--- src/rtl/dram_ref_pkg.sv ---
package dram_ref_pkg;
  typedef enum logic [3:0] {
    S_PAUSE,
    S_INIT_LO,
    S_INIT_HI,
    S_IDLE,
    S_REQ,
    S_PRE,
    S_CBR_CAS,
    S_CBR_RAS,
    S_CBR_PRE,
    S_SR_CAS,
    S_SR_HOLD,
    S_SR_EXIT
  } ref_st_e;
endpackage

--- src/rtl/dram_ref_tick.sv ---
module dram_ref_tick #(
  parameter int unsigned TICK_CYC = 1562
) (
  input  logic clk_i,
  input  logic rst_ni,
  input  logic en_i,
  input  logic clr_i,
  output logic tick_o
);
  localparam int unsigned TW = $clog2(TICK_CYC + 1);

  logic [TW-1:0] cnt_q;
  logic          wrap;

  assign wrap   = (cnt_q == TW'(TICK_CYC - 1));
  assign tick_o = en_i && !clr_i && wrap;

  always_ff @(posedge clk_i or negedge rst_ni) begin
    if (!rst_ni)               cnt_q <= '0;
    else if (clr_i || !en_i)   cnt_q <= '0;
    else if (wrap)             cnt_q <= '0;
    else                       cnt_q <= cnt_q + 1'b1;
  end

  generate
    if (TICK_CYC > 1) begin : g_gap

      tick_gap_chk: assert property (@(posedge clk_i) disable iff (!rst_ni)
        tick_o |=> !tick_o);
    end
  endgenerate
endmodule

--- src/rtl/dram_ref_pend.sv ---
module dram_ref_pend #(
  parameter int unsigned PEND_MAX = 4
) (
  input  logic clk_i,
  input  logic rst_ni,
  input  logic inc_i,
  input  logic dec_i,
  input  logic clr_i,
  output logic nz_o,
  output logic err_o
);
  localparam int unsigned SAT = PEND_MAX + 1;
  localparam int unsigned PW  = $clog2(SAT + 1);

  logic [PW-1:0] pend_q;

  always_ff @(posedge clk_i or negedge rst_ni) begin
    if (!rst_ni) pend_q <= '0;
    else if (clr_i) pend_q <= '0;
    else begin
      unique case ({inc_i, dec_i})
        2'b10:   if (pend_q != PW'(SAT)) pend_q <= pend_q + 1'b1;
        2'b01:   if (pend_q != '0)       pend_q <= pend_q - 1'b1;
        default: ;
      endcase
    end
  end

  assign nz_o  = (pend_q != '0);
  assign err_o = (pend_q > PW'(PEND_MAX));


  pend_inc_chk: assert property (@(posedge clk_i) disable iff (!rst_ni)
    inc_i && !dec_i && !clr_i && (pend_q < PW'(SAT)) |=> pend_q == PW'($past(pend_q) + 1'b1));

  err_cause_chk: assert property (@(posedge clk_i) disable iff (!rst_ni)
    $rose(err_o) |-> $past(inc_i));
endmodule

--- src/rtl/dram_ref_fsm.sv ---
module dram_ref_fsm
  import dram_ref_pkg::*;
#(
  parameter int unsigned INIT_PAUSE_CYC = 20000,
  parameter int unsigned INIT_CYCLES    = 8,
  parameter int unsigned ROWS           = 512,
  parameter bit          BURST_MODE     = 1'b0,
  parameter int unsigned TRAS_CYC       = 6,
  parameter int unsigned TRP_CYC        = 4,
  parameter int unsigned TCSR_CYC       = 1,
  parameter int unsigned TRASS_CYC      = 10,
  parameter int unsigned TRPS_CYC       = 11
) (
  input  logic clk_i,
  input  logic rst_ni,
  input  logic pend_nz_i,
  input  logic lp_req_i,
  input  logic gnt_i,
  output logic req_o,
  output logic busy_o,
  output logic ready_o,
  output logic ras_n_o,
  output logic cas_n_o,
  output logic pend_dec_o,
  output logic sr_o
);
  localparam int unsigned CW = $clog2(INIT_PAUSE_CYC + TRAS_CYC + TRP_CYC + TCSR_CYC
                                      + TRASS_CYC + TRPS_CYC + 2);
  localparam int unsigned IW = $clog2(INIT_CYCLES + 1);
  localparam int unsigned RW = $clog2(ROWS + 1);
  localparam int unsigned JOB_ROWS = BURST_MODE ? ROWS : 1;

  function automatic logic [CW-1:0] dur(input int unsigned n);
    return CW'(n - 1);
  endfunction

  ref_st_e       st_q, st_d;
  logic [CW-1:0] cnt_q, cnt_d;
  logic [IW-1:0] ic_q, ic_d;
  logic [RW-1:0] rows_q, rows_d;
  logic          sr_job_q, sr_job_d;
  logic          post_q, post_d;
  logic          rdy_q, rdy_d;
  logic          done;

  assign done = (cnt_q == '0);

  always_comb begin
    st_d     = st_q;
    cnt_d    = done ? cnt_q : cnt_q - 1'b1;
    ic_d     = ic_q;
    rows_d   = rows_q;
    sr_job_d = sr_job_q;
    post_d   = post_q;
    rdy_d    = rdy_q;
    unique case (st_q)
      S_PAUSE:   if (done) begin st_d = S_INIT_LO; cnt_d = dur(TRAS_CYC); end
      S_INIT_LO: if (done) begin st_d = S_INIT_HI; cnt_d = dur(TRP_CYC); end
      S_INIT_HI: if (done) begin
        if (ic_q == IW'(INIT_CYCLES - 1)) begin
          st_d  = S_IDLE;
          rdy_d = 1'b1;
        end else begin
          ic_d  = ic_q + 1'b1;
          st_d  = S_INIT_LO;
          cnt_d = dur(TRAS_CYC);
        end
      end
      S_IDLE: if (pend_nz_i || lp_req_i) st_d = S_REQ;
      S_REQ: begin
        if (gnt_i) begin
          st_d     = S_PRE;
          cnt_d    = dur(TRP_CYC);
          sr_job_d = !pend_nz_i;            // pending refresh wins over low power
          post_d   = 1'b0;
          rows_d   = RW'(JOB_ROWS);
        end else if (!pend_nz_i && !lp_req_i) begin
          st_d = S_IDLE;
        end
      end
      S_PRE: if (done) begin
        st_d  = sr_job_q ? S_SR_CAS : S_CBR_CAS;
        cnt_d = dur(TCSR_CYC);
      end
      S_CBR_CAS: if (done) begin st_d = S_CBR_RAS; cnt_d = dur(TRAS_CYC); end
      S_CBR_RAS: if (done) begin st_d = S_CBR_PRE; cnt_d = dur(TRP_CYC); end
      S_CBR_PRE: if (done) begin
        if (rows_q == RW'(1)) begin
          st_d   = S_IDLE;
          post_d = 1'b0;
        end else begin
          rows_d = rows_q - 1'b1;
          st_d   = S_CBR_CAS;
          cnt_d  = dur(TCSR_CYC);
        end
      end
      S_SR_CAS:  if (done) begin st_d = S_SR_HOLD; cnt_d = dur(TRASS_CYC); end
      S_SR_HOLD: if (done && !lp_req_i) begin st_d = S_SR_EXIT; cnt_d = dur(TRPS_CYC); end
      S_SR_EXIT: if (done) begin
        if (BURST_MODE) begin
          post_d = 1'b1;
          rows_d = RW'(ROWS);
          st_d   = S_CBR_CAS;
          cnt_d  = dur(TCSR_CYC);
        end else begin
          st_d = S_IDLE;
        end
      end
      default: st_d = S_IDLE;
    endcase
  end

  always_ff @(posedge clk_i or negedge rst_ni) begin
    if (!rst_ni) begin
      st_q     <= S_PAUSE;
      cnt_q    <= CW'(INIT_PAUSE_CYC);  // reset cycle counts toward the pause
      ic_q     <= '0;
      rows_q   <= '0;
      sr_job_q <= 1'b0;
      post_q   <= 1'b0;
      rdy_q    <= 1'b0;
    end else begin
      st_q     <= st_d;
      cnt_q    <= cnt_d;
      ic_q     <= ic_d;
      rows_q   <= rows_d;
      sr_job_q <= sr_job_d;
      post_q   <= post_d;
      rdy_q    <= rdy_d;
    end
  end

  assign ready_o    = rdy_q;
  assign req_o      = (st_q == S_REQ);
  assign busy_o     = !(st_q inside {S_IDLE, S_REQ});
  assign ras_n_o    = !(st_q inside {S_INIT_LO, S_CBR_RAS, S_SR_HOLD});
  assign cas_n_o    = !(st_q inside {S_CBR_CAS, S_CBR_RAS, S_SR_CAS, S_SR_HOLD});
  assign pend_dec_o = (st_q == S_CBR_PRE) && done && (rows_q == RW'(1)) && !post_q;
  assign sr_o       = (st_q inside {S_SR_CAS, S_SR_HOLD, S_SR_EXIT}) || post_q;

  // checker-side count of cycles spent with RAS held in self refresh
  logic [CW-1:0] hold_cnt_q;
  always_ff @(posedge clk_i or negedge rst_ni) begin
    if (!rst_ni)                  hold_cnt_q <= '0;
    else if (st_q != S_SR_HOLD)   hold_cnt_q <= '0;
    else if (hold_cnt_q != '1)    hold_cnt_q <= hold_cnt_q + 1'b1;
  end


  init_quiet_chk: assert property (@(posedge clk_i) disable iff (!rst_ni)
    !ready_o |-> busy_o && !req_o && cas_n_o);

  grant_take_chk: assert property (@(posedge clk_i) disable iff (!rst_ni)
    busy_o && !$past(busy_o) |-> $past(gnt_i) && $past(req_o));

  idle_strobe_chk: assert property (@(posedge clk_i) disable iff (!rst_ni)
    !busy_o |-> ras_n_o && cas_n_o);

  cbr_order_chk: assert property (@(posedge clk_i) disable iff (!rst_ni)
    $fell(ras_n_o) && ready_o |-> !cas_n_o && $past(!cas_n_o));

  cbr_release_chk: assert property (@(posedge clk_i) disable iff (!rst_ni)
    $rose(ras_n_o) && ready_o |-> $rose(cas_n_o));

  sr_hold_min_chk: assert property (@(posedge clk_i) disable iff (!rst_ni)
    $past(st_q == S_SR_HOLD) && (st_q != S_SR_HOLD) |-> $past(hold_cnt_q) >= CW'(TRASS_CYC - 1));
endmodule

--- src/rtl/dram_refresh_sched.sv ---
module dram_refresh_sched #(
  parameter int unsigned INIT_PAUSE_CYC = 20000,
  parameter int unsigned INIT_CYCLES    = 8,
  parameter int unsigned ROWS           = 512,
  parameter int unsigned REF_PERIOD_CYC = 800000,
  parameter bit          BURST_MODE     = 1'b0,
  parameter int unsigned TRAS_CYC       = 6,
  parameter int unsigned TRP_CYC        = 4,
  parameter int unsigned TCSR_CYC       = 1,
  parameter int unsigned TRASS_CYC      = 10,
  parameter int unsigned TRPS_CYC       = 11,
  parameter int unsigned PEND_MAX       = 4
) (
  input  logic clk_i,
  input  logic rst_ni,
  input  logic lp_req_i,
  input  logic gnt_i,
  output logic req_o,
  output logic ras_n_o,
  output logic lcas_n_o,
  output logic ucas_n_o,
  output logic busy_o,
  output logic ready_o,
  output logic err_o
);
  localparam int unsigned TICK_CYC = BURST_MODE ? REF_PERIOD_CYC : REF_PERIOD_CYC / ROWS;

  logic tick, pend_nz, pend_dec, sr_act, cas_n;

  dram_ref_tick #(.TICK_CYC(TICK_CYC)) u_tick (
    .clk_i  (clk_i),
    .rst_ni (rst_ni),
    .en_i   (ready_o),
    .clr_i  (sr_act),
    .tick_o (tick)
  );

  dram_ref_pend #(.PEND_MAX(PEND_MAX)) u_pend (
    .clk_i  (clk_i),
    .rst_ni (rst_ni),
    .inc_i  (tick),
    .dec_i  (pend_dec),
    .clr_i  (sr_act),
    .nz_o   (pend_nz),
    .err_o  (err_o)
  );

  dram_ref_fsm #(
    .INIT_PAUSE_CYC (INIT_PAUSE_CYC),
    .INIT_CYCLES    (INIT_CYCLES),
    .ROWS           (ROWS),
    .BURST_MODE     (BURST_MODE),
    .TRAS_CYC       (TRAS_CYC),
    .TRP_CYC        (TRP_CYC),
    .TCSR_CYC       (TCSR_CYC),
    .TRASS_CYC      (TRASS_CYC),
    .TRPS_CYC       (TRPS_CYC)
  ) u_fsm (
    .clk_i      (clk_i),
    .rst_ni     (rst_ni),
    .pend_nz_i  (pend_nz),
    .lp_req_i   (lp_req_i),
    .gnt_i      (gnt_i),
    .req_o      (req_o),
    .busy_o     (busy_o),
    .ready_o    (ready_o),
    .ras_n_o    (ras_n_o),
    .cas_n_o    (cas_n),
    .pend_dec_o (pend_dec),
    .sr_o       (sr_act)
  );

  // both byte strobes move together: refresh never selects a byte
  assign lcas_n_o = cas_n;
  assign ucas_n_o = cas_n;
endmodule

--- config.mk ---
export PLATFORM = sky130hd
export DESIGN_NAME = dram_refresh_sched
export DESIGN_NICKNAME = d
export VERILOG_FILES = /design/src/rtl/dram_ref_pkg.sv /design/src/rtl/dram_ref_tick.sv /design/src/rtl/dram_ref_pend.sv /design/src/rtl/dram_ref_fsm.sv /design/src/rtl/dram_refresh_sched.sv
export SDC_FILE = /design/constraint.sdc
export NUM_CORES = 1
export LEC_CHECK = 0
export CORE_AREA = 10 10 120 78
export DETAILED_ROUTE_END_ITERATION = 8
export DIE_AREA = 0 0 130 88
export SLEW_MARGIN = 25
export SYNTH_ARGS = -nofsm -noshare
export SYNTH_HDL_FRONTEND = slang
export SYNTH_SLANG_ARGS = --single-unit
--- constraint.sdc ---
create_clock -name clk_i -period 3.26 [get_ports clk_i]
set_input_delay 0.652 -clock clk_i [delete_from_list [all_inputs] [get_ports clk_i]]
set_output_delay 0.652 -clock clk_i [all_outputs]
set_load 0.02 [all_outputs]
# [Yosys cells after proc, flatten, opt, wreduce, memory -nomap -nowiden]
# Cells that the tools add are included.
[word_totals] regBits=50 inputBits=4 out_inout_bits=7 elab_cells=130
[classes] addsub=6 n_lt_le_gt_ge=1 eq_ne=34 mux=43 bitwise=1 reduce_logical=36
[op_table] op="two-way mux 15 bit" n=11
[op_table] op="one-hot mux 15 bit (8 select lines)" n=1
[op_table] op="two-way mux 4 bit" n=14
[op_table] op="one-hot mux 4 bit (12 select lines)" n=1
[op_table] op="two-way mux 10 bit" n=3
[op_table] op="inequality test 2 x 1 -> 1 bit (second input constant)" n=12
[op_table] op="two-way mux 11 bit" n=2
[op_table] op="== test 4 x 3 -> 1 bit (second input constant)" n=5
[op_table] op="one-hot mux 10 bit (2 select lines)" n=1
[op_table] op="== test 4 bit (second input constant)" n=4
[op_table] op="zero test 15 bit" n=1
[op_table] op="subtractor 15 x 1 -> 15 bit (second input constant)" n=1
[op_table] op="two-way mux 3 bit" n=4
[op_table] op="AND reduction 12 bit" n=1
[op_table] op="nonzero test 3 bit" n=4
[op_table] op="adder 11 x 1 -> 11 bit (second input constant)" n=1
[op_table] op="== test 11 bit (second input constant)" n=1
[op_table] op="== test 10 x 1 -> 1 bit (second input constant)" n=1
[op_table] op="subtractor 10 x 1 -> 10 bit (second input constant)" n=1
[op_table] op="inequality test 3 x 2 -> 1 bit (second input constant)" n=3
[op_table] op="AND reduction 3 bit" n=3
[op_table] op="== test 4 x 2 -> 1 bit (second input constant)" n=2
[op_table] op="zero test 1 bit" n=8
[op_table] op="AND reduction 4 bit" n=2
[op_table] op="other kinds (21)" n=34

# [Logic depth before layout (Yosys ltp)]
[logic_depth] depth_word=9 ltp_mapped=13 depth_no_buf=12

# [By module]
# Synthesis repeated with hierarchy kept, for this count alone.
[hier_totals] cells_unflattened=389 area_unflattened_um2=3472.1
[modules_own_cells] mod="dram_ref_fsm" instances=1 cells_per_inst=300 area_each_um2=2553.7 seq_area_each_um2=882.1
[modules_own_cells] mod="dram_ref_tick" instances=1 cells_per_inst=57 area_each_um2=600.6 seq_area_each_um2=275.3
[modules_own_cells] mod="dram_ref_pend" instances=1 cells_per_inst=31 area_each_um2=310.3 seq_area_each_um2=75.1
[modules_own_cells] mod="dram_refresh_sched" instances=1 cells_per_inst=1 area_each_um2=7.5 seq_area_each_um2=0.0

# [Worst setup path before layout]
# No wires, ideal clock.
[synth_timing] path_type="reg2reg" from="register u_fsm.rows_q[1]" to="register u_pend.pend_q[2]" setup_ns=0.119 t_arrival_ns=2.727 t_required_ns=3.141 setup_slack_ns=0.414 stages_incl_launch_ff=13 path_buffers=0 period_less_slack_ns=2.846 path_cell_list="dfrtp_1 -> inv_1 -> ha_1 -> nor4b_1 -> nand3_1 -> or3_1 -> inv_1 -> ha_1 -> or3b_2 -> a21oi_1 -> nor3_1 -> xnor2_1 -> nor2_1"
[synth_via] elab_chain_len=6 word_cells_on_any_way=11 classes_between="eq/ne: 5; mux: 2; reduce/logical: 4"
[synth_lines] item="start, declared" line_no="dram_ref_fsm.sv:40" source="logic [RW-1:0] rows_q, rows_d;"
[synth_lines] item="start signal, assigned" line_no="dram_ref_fsm.sv:126" source="rows_q <= rows_d;"
[synth_lines] item="== test 10 x 1 -> 1 bit (*)" line_no="dram_ref_fsm.sv:138" source="assign pend_dec_o = (st_q == S_CBR_PRE) && done && (rows_q == RW'(1)) && !post_q;"
[synth_lines] item="logical AND 1 bit (*) (2 in series)" line_no="dram_ref_fsm.sv:138"
[synth_lines] item="== test 2 x 1 -> 1 bit or == test 2 bit (tied branches)" line_no="dram_ref_pend.sv:21" source="unique case ({inc_i, dec_i})"
[synth_lines] item="inequality test 3 x 2 -> 1 bit (no source line), or another cell as far along"
[synth_lines] item="AND reduction 3 bit (no source line) or two-way mux 3 bit (tied branches)"
[synth_lines] item="end signal, assigned" line_no="dram_ref_pend.sv:22" source="2'b10: if (pend_q != PW'(SAT)) pend_q <= pend_q + 1'b1;"
[synth_lines] item="end signal, assigned" line_no="dram_ref_pend.sv:23" source="2'b01: if (pend_q != '0) pend_q <= pend_q - 1'b1;"
[synth_lines] item="end, declared" line_no="dram_ref_pend.sv:15" source="logic [PW-1:0] pend_q;"
# Every way passes the cells marked *; elsewhere a longest branch is shown, timed or not.
# A chain may end at the register's enable or synchronous reset.

# [Worst setup path after layout]
[layout_timing] from="register u_fsm.st_q[1]" to="output ucas_n_o"
[layout_via] elab_chain_len=3 word_cells_on_any_way=6 classes_between="eq/ne: 4; reduce/logical: 2"
[layout_lines] item="start, declared" line_no="dram_ref_fsm.sv:37" source="ref_st_e st_q, st_d;"
[layout_lines] item="start signal, assigned" line_no="dram_ref_fsm.sv:123" source="st_q <= st_d;"
[layout_lines] item="== test 4 x 3 -> 1 bit or == test 4 bit (tied branches)" line_no="dram_ref_fsm.sv:137" source="assign cas_n_o = !(st_q inside {S_CBR_CAS, S_CBR_RAS, S_SR_CAS, S_SR_HOLD});"
[layout_lines] item="nonzero test 4 bit (*)" line_no="dram_ref_fsm.sv:137"
[layout_lines] item="zero test 1 bit (*)" line_no="dram_ref_fsm.sv:137"
[layout_lines] item="end, declared" line_no="dram_refresh_sched.sv:21" source="output logic ucas_n_o,"
# Marks and branches as above.

==> results.md <==
* Internal reg-to-reg setup slack at 0.32 ns
* RSZ-0062 raised after global routing: no
* Max incr delay on CP at 0.58 ns
* Worst clock skew at 0.00633 ns
* Most used DFF post-synth: sky130_fd_sc_hd__dfrtp_1
* Number of antenna-violating nets in the routed design at 0
* Cell area after synthesis at 0.00316 mm2
* Via count of the first global-routing pass at 2524
* Post-CTS setup-driven buffer insertion count at 0
* Sequential fraction of the synthesis area at 38.9%
* Drt initial violations at 299
* TNS Setup at 0 ns
* Number of buffers created by CTS at 5
* Fraction of final layout cells with drive strength greater than 1 at 10.1%
* Placeable core region at 0.00715 mm2
* Slowest cell on crit path: sky130_fd_sc_hd__clkdlybuf4s50_1
* Reported max-cap violation count at 0
* Drt drc at 0
* Starting density of the core at 44.3%
* Maximum fanout encountered on the critical timing path at 12
* Number of instances in the placed design at 448
* WHS at 0.369 ns
* Count of endpoints failing hold in the final timing report at 0
* Power per unit of standard cell area at 323 mW/mm2
* Number of warnings issued by yosys at 0
* Most frequent standard cell in the layout excluding fill and tap cells: sky130_fd_sc_hd__dfrtp_1
* Critical path, cell by cell: buf_4, nor2b_1, o21ai_1, inv_1, a21oi_1, clkdlybuf4s50_1
* Final number of max-transition violations at 0
* Final RePlAce weighted congestion at 0.829
* Reg-to-reg startpoint: u_fsm.cnt_q[4]
* Number of buffers inserted for hold repair after clock tree synthesis at 0
* Required time of the critical path at 2.61 ns
* Floorplan die area at 0.0114 mm2
* Area delta synth->final at 12.5%
* Register clock-pin slew on the reported worst setup and hold paths at 0.06 ns
* Boundary pin count at 11
* Max Freq at 324 MHz
* Clock tree root buffer cell: sky130_fd_sc_hd__clkbuf_16
* Most frequent cells in the layout: sky130_fd_sc_hd__dfrtp_1, sky130_fd_sc_hd__nor2_1, sky130_fd_sc_hd__nand2_1
* Global-route wire length before repair at 12.7 mm
* Slew at the pin closest to its max-slew limit at 0.636 ns
* Standard-cell rows at 24
* Via/cell ratio at 5.68
* Non-filler cells, final at 456
* Max_slew headroom at 57.6%
* Total congestion overflow at 0
* Tot GR Track Use at 13.8%
* Fraction of registers with async set/reset at 100%
* Outcome: finished, final reports clean
* Final Critical Period at 3.09 ns
* Clock latency at the later pin of the worst-skew pair at 0.29 ns
* Wire per inst at 16.3 um
* Reg2Reg Capture Point: u_pend.pend_q[2]
* Post-synth EDFFs at 0
* Post-DP HPWL at 5.52 mm
* Type of the most critical hold path: in2async
* Resize count post-CTS at 0
* Initial antenna violation count at 0
* Detailed-router iteration count before antenna repair at 5
* Diode count at 0
* Final net count at 380
* Synthesized instance count at 349
* Total number of clock tree sinks at 49
* CP endpoint kind: output pin
* Worst Setup Path Type: reg2out
* Final period util at 94.6%
* Worst voltage drop across the vdd grid at 177 uV
* TritonCTS clock tree: done
* Final-report setup violation count at 0
* H-tree levels at 2
* Arrival @ worst endpoint at 2.43 ns
* Final Power at 1.15 mW
* Launching element type of the critical path: flop
* CTS Buffer Depth at 2
* Syn Nets at 365
* P_leak at 1.45 nW
* Die boundary width at 130 um
* Die outline height at 88 um
* Total wire length after detailed routing at 7.42 mm
* Pin count of the biggest net entering global routing at 27
* Worst R2R Path Depth at 10
* IO buf count at 10
* Flip-flop and latch count after synthesis at 49
* Total vias in the final route at 2591
* Synthesized area per cell at 9.07 um2
* Number of library cell types mapped by synthesis at 64
per-layer routing:
| layer | wire length [um] | global-route usage [%] | vias up |
|---|---|---|---|
| met3 | 443 | 3.98 | 7 |
| met2 | 2890 | 18.9 | 58 |
| met1 | 4030 | 20.4 | 1231 |
| met4 | 59 | 3.46 | 0 |
| li1 | - | - | 1295 |
| met5 | 0 | 0 | - |
cells in the mapped netlist (all sizes together) (8+ instances only):
library cell | instances | share of area, %
nor4 | 11 | 3.1
dfrtp | 44 | 35
o21ai | 11 | 1.7
nand4 | 9 | 1.8
xnor2 | 10 | 2.8
nor2b | 8 | 1.6
clkbuf | 12 | 1.4
nand3 | 13 | 2.1
inv | 13 | 1.5
xor2 | 16 | 4.4
ha | 11 | 4.3
a21oi | 18 | 2.8
nand2 | 25 | 3.0
nor2 | 42 | 5.0
flip-flops by register name, indices dropped and copies added (netlist names):
| signal | count |
|---|---|
| u_fsm.sr_job_q | 1 |
| u_fsm.ready_o | 1 |
| u_tick.cnt_q | 11 |
| u_pend.pend_q | 3 |
| u_fsm.cnt_q | 15 |
| u_fsm.rows_q | 10 |
| u_fsm.st_q | 4 |
| u_fsm.ic_q | 4 |
report_power, final:
| group | internal, mW | switching [mW] |
|---|---|---|
| logic | 0.00522 | 0.0156 |
| registers | 0.608 | 0 |
| clock network | 0.306 | 0.215 |
cell type report:
cell class,count,area [um2]
repair buffers,27,223
inverters,13,48.8
flip-flops and latches,49,1230
fillers,692,3590
multi-input cells,268,1800
clock buffers,8,146
well taps,91,114
logic make-up (layout without fill, tap and decap cells):
family / Yosys count / after routing / synth area share (%)
multiplexers: 8 / 8 / 2.65
buffers and inverters: 32 / 48 / 4.27
adder cells (fa/ha/maj): 12 / 12 / 4.98
AO/OA/AOI/OAI: 68 / 68 / 14.8
AND/OR/NAND/NOR: 154 / 154 / 27.1
flip-flops: 49 / 49 / 38.9
XOR/XNOR: 26 / 26 / 7.20
stage by stage:
stage / setup slack [ns] / area (um2) / util, %
floorplan: 0.414 / 3160 / -
global placement: 0.424 / 3410 / 47.8
detailed placement: 0.358 / 3410 / 47.8
CTS: 0.197 / 3560 / 49.8
global route: 0.00000555 / 3560 / 49.8
finish: 0.175 / 3560 / 49.8
worst max-delay path by stage:
stage                                from               end  cells past startpoint  slack [ns]
after floorplan           u_fsm.rows_q[1]  u_pend.pend_q[2]                     12        0.41
after global placement     u_fsm.cnt_q[4]  u_pend.pend_q[2]                     10        0.42
after detailed placement   u_fsm.cnt_q[4]  u_pend.pend_q[2]                     10        0.36
after CTS                   u_fsm.st_q[1]          lcas_n_o                      6        0.20
after global routing        u_fsm.st_q[1]          lcas_n_o                      6    0.000006
final                       u_fsm.st_q[1]          ucas_n_o                      6        0.17
critical path: cells and delay by family, from the launching register on:
| family | cells | cell delay (ns) |
|---|---|---|
| AND/OR/NAND/NOR | 1 | 0.37 |
| buffers and inverters | 3 | 1.00 |
| AO/OA/AOI/OAI | 2 | 0.23 |
| flip-flops | 1 | 0.54 |
Note: power is estimated with default switching activity, not from simulation.
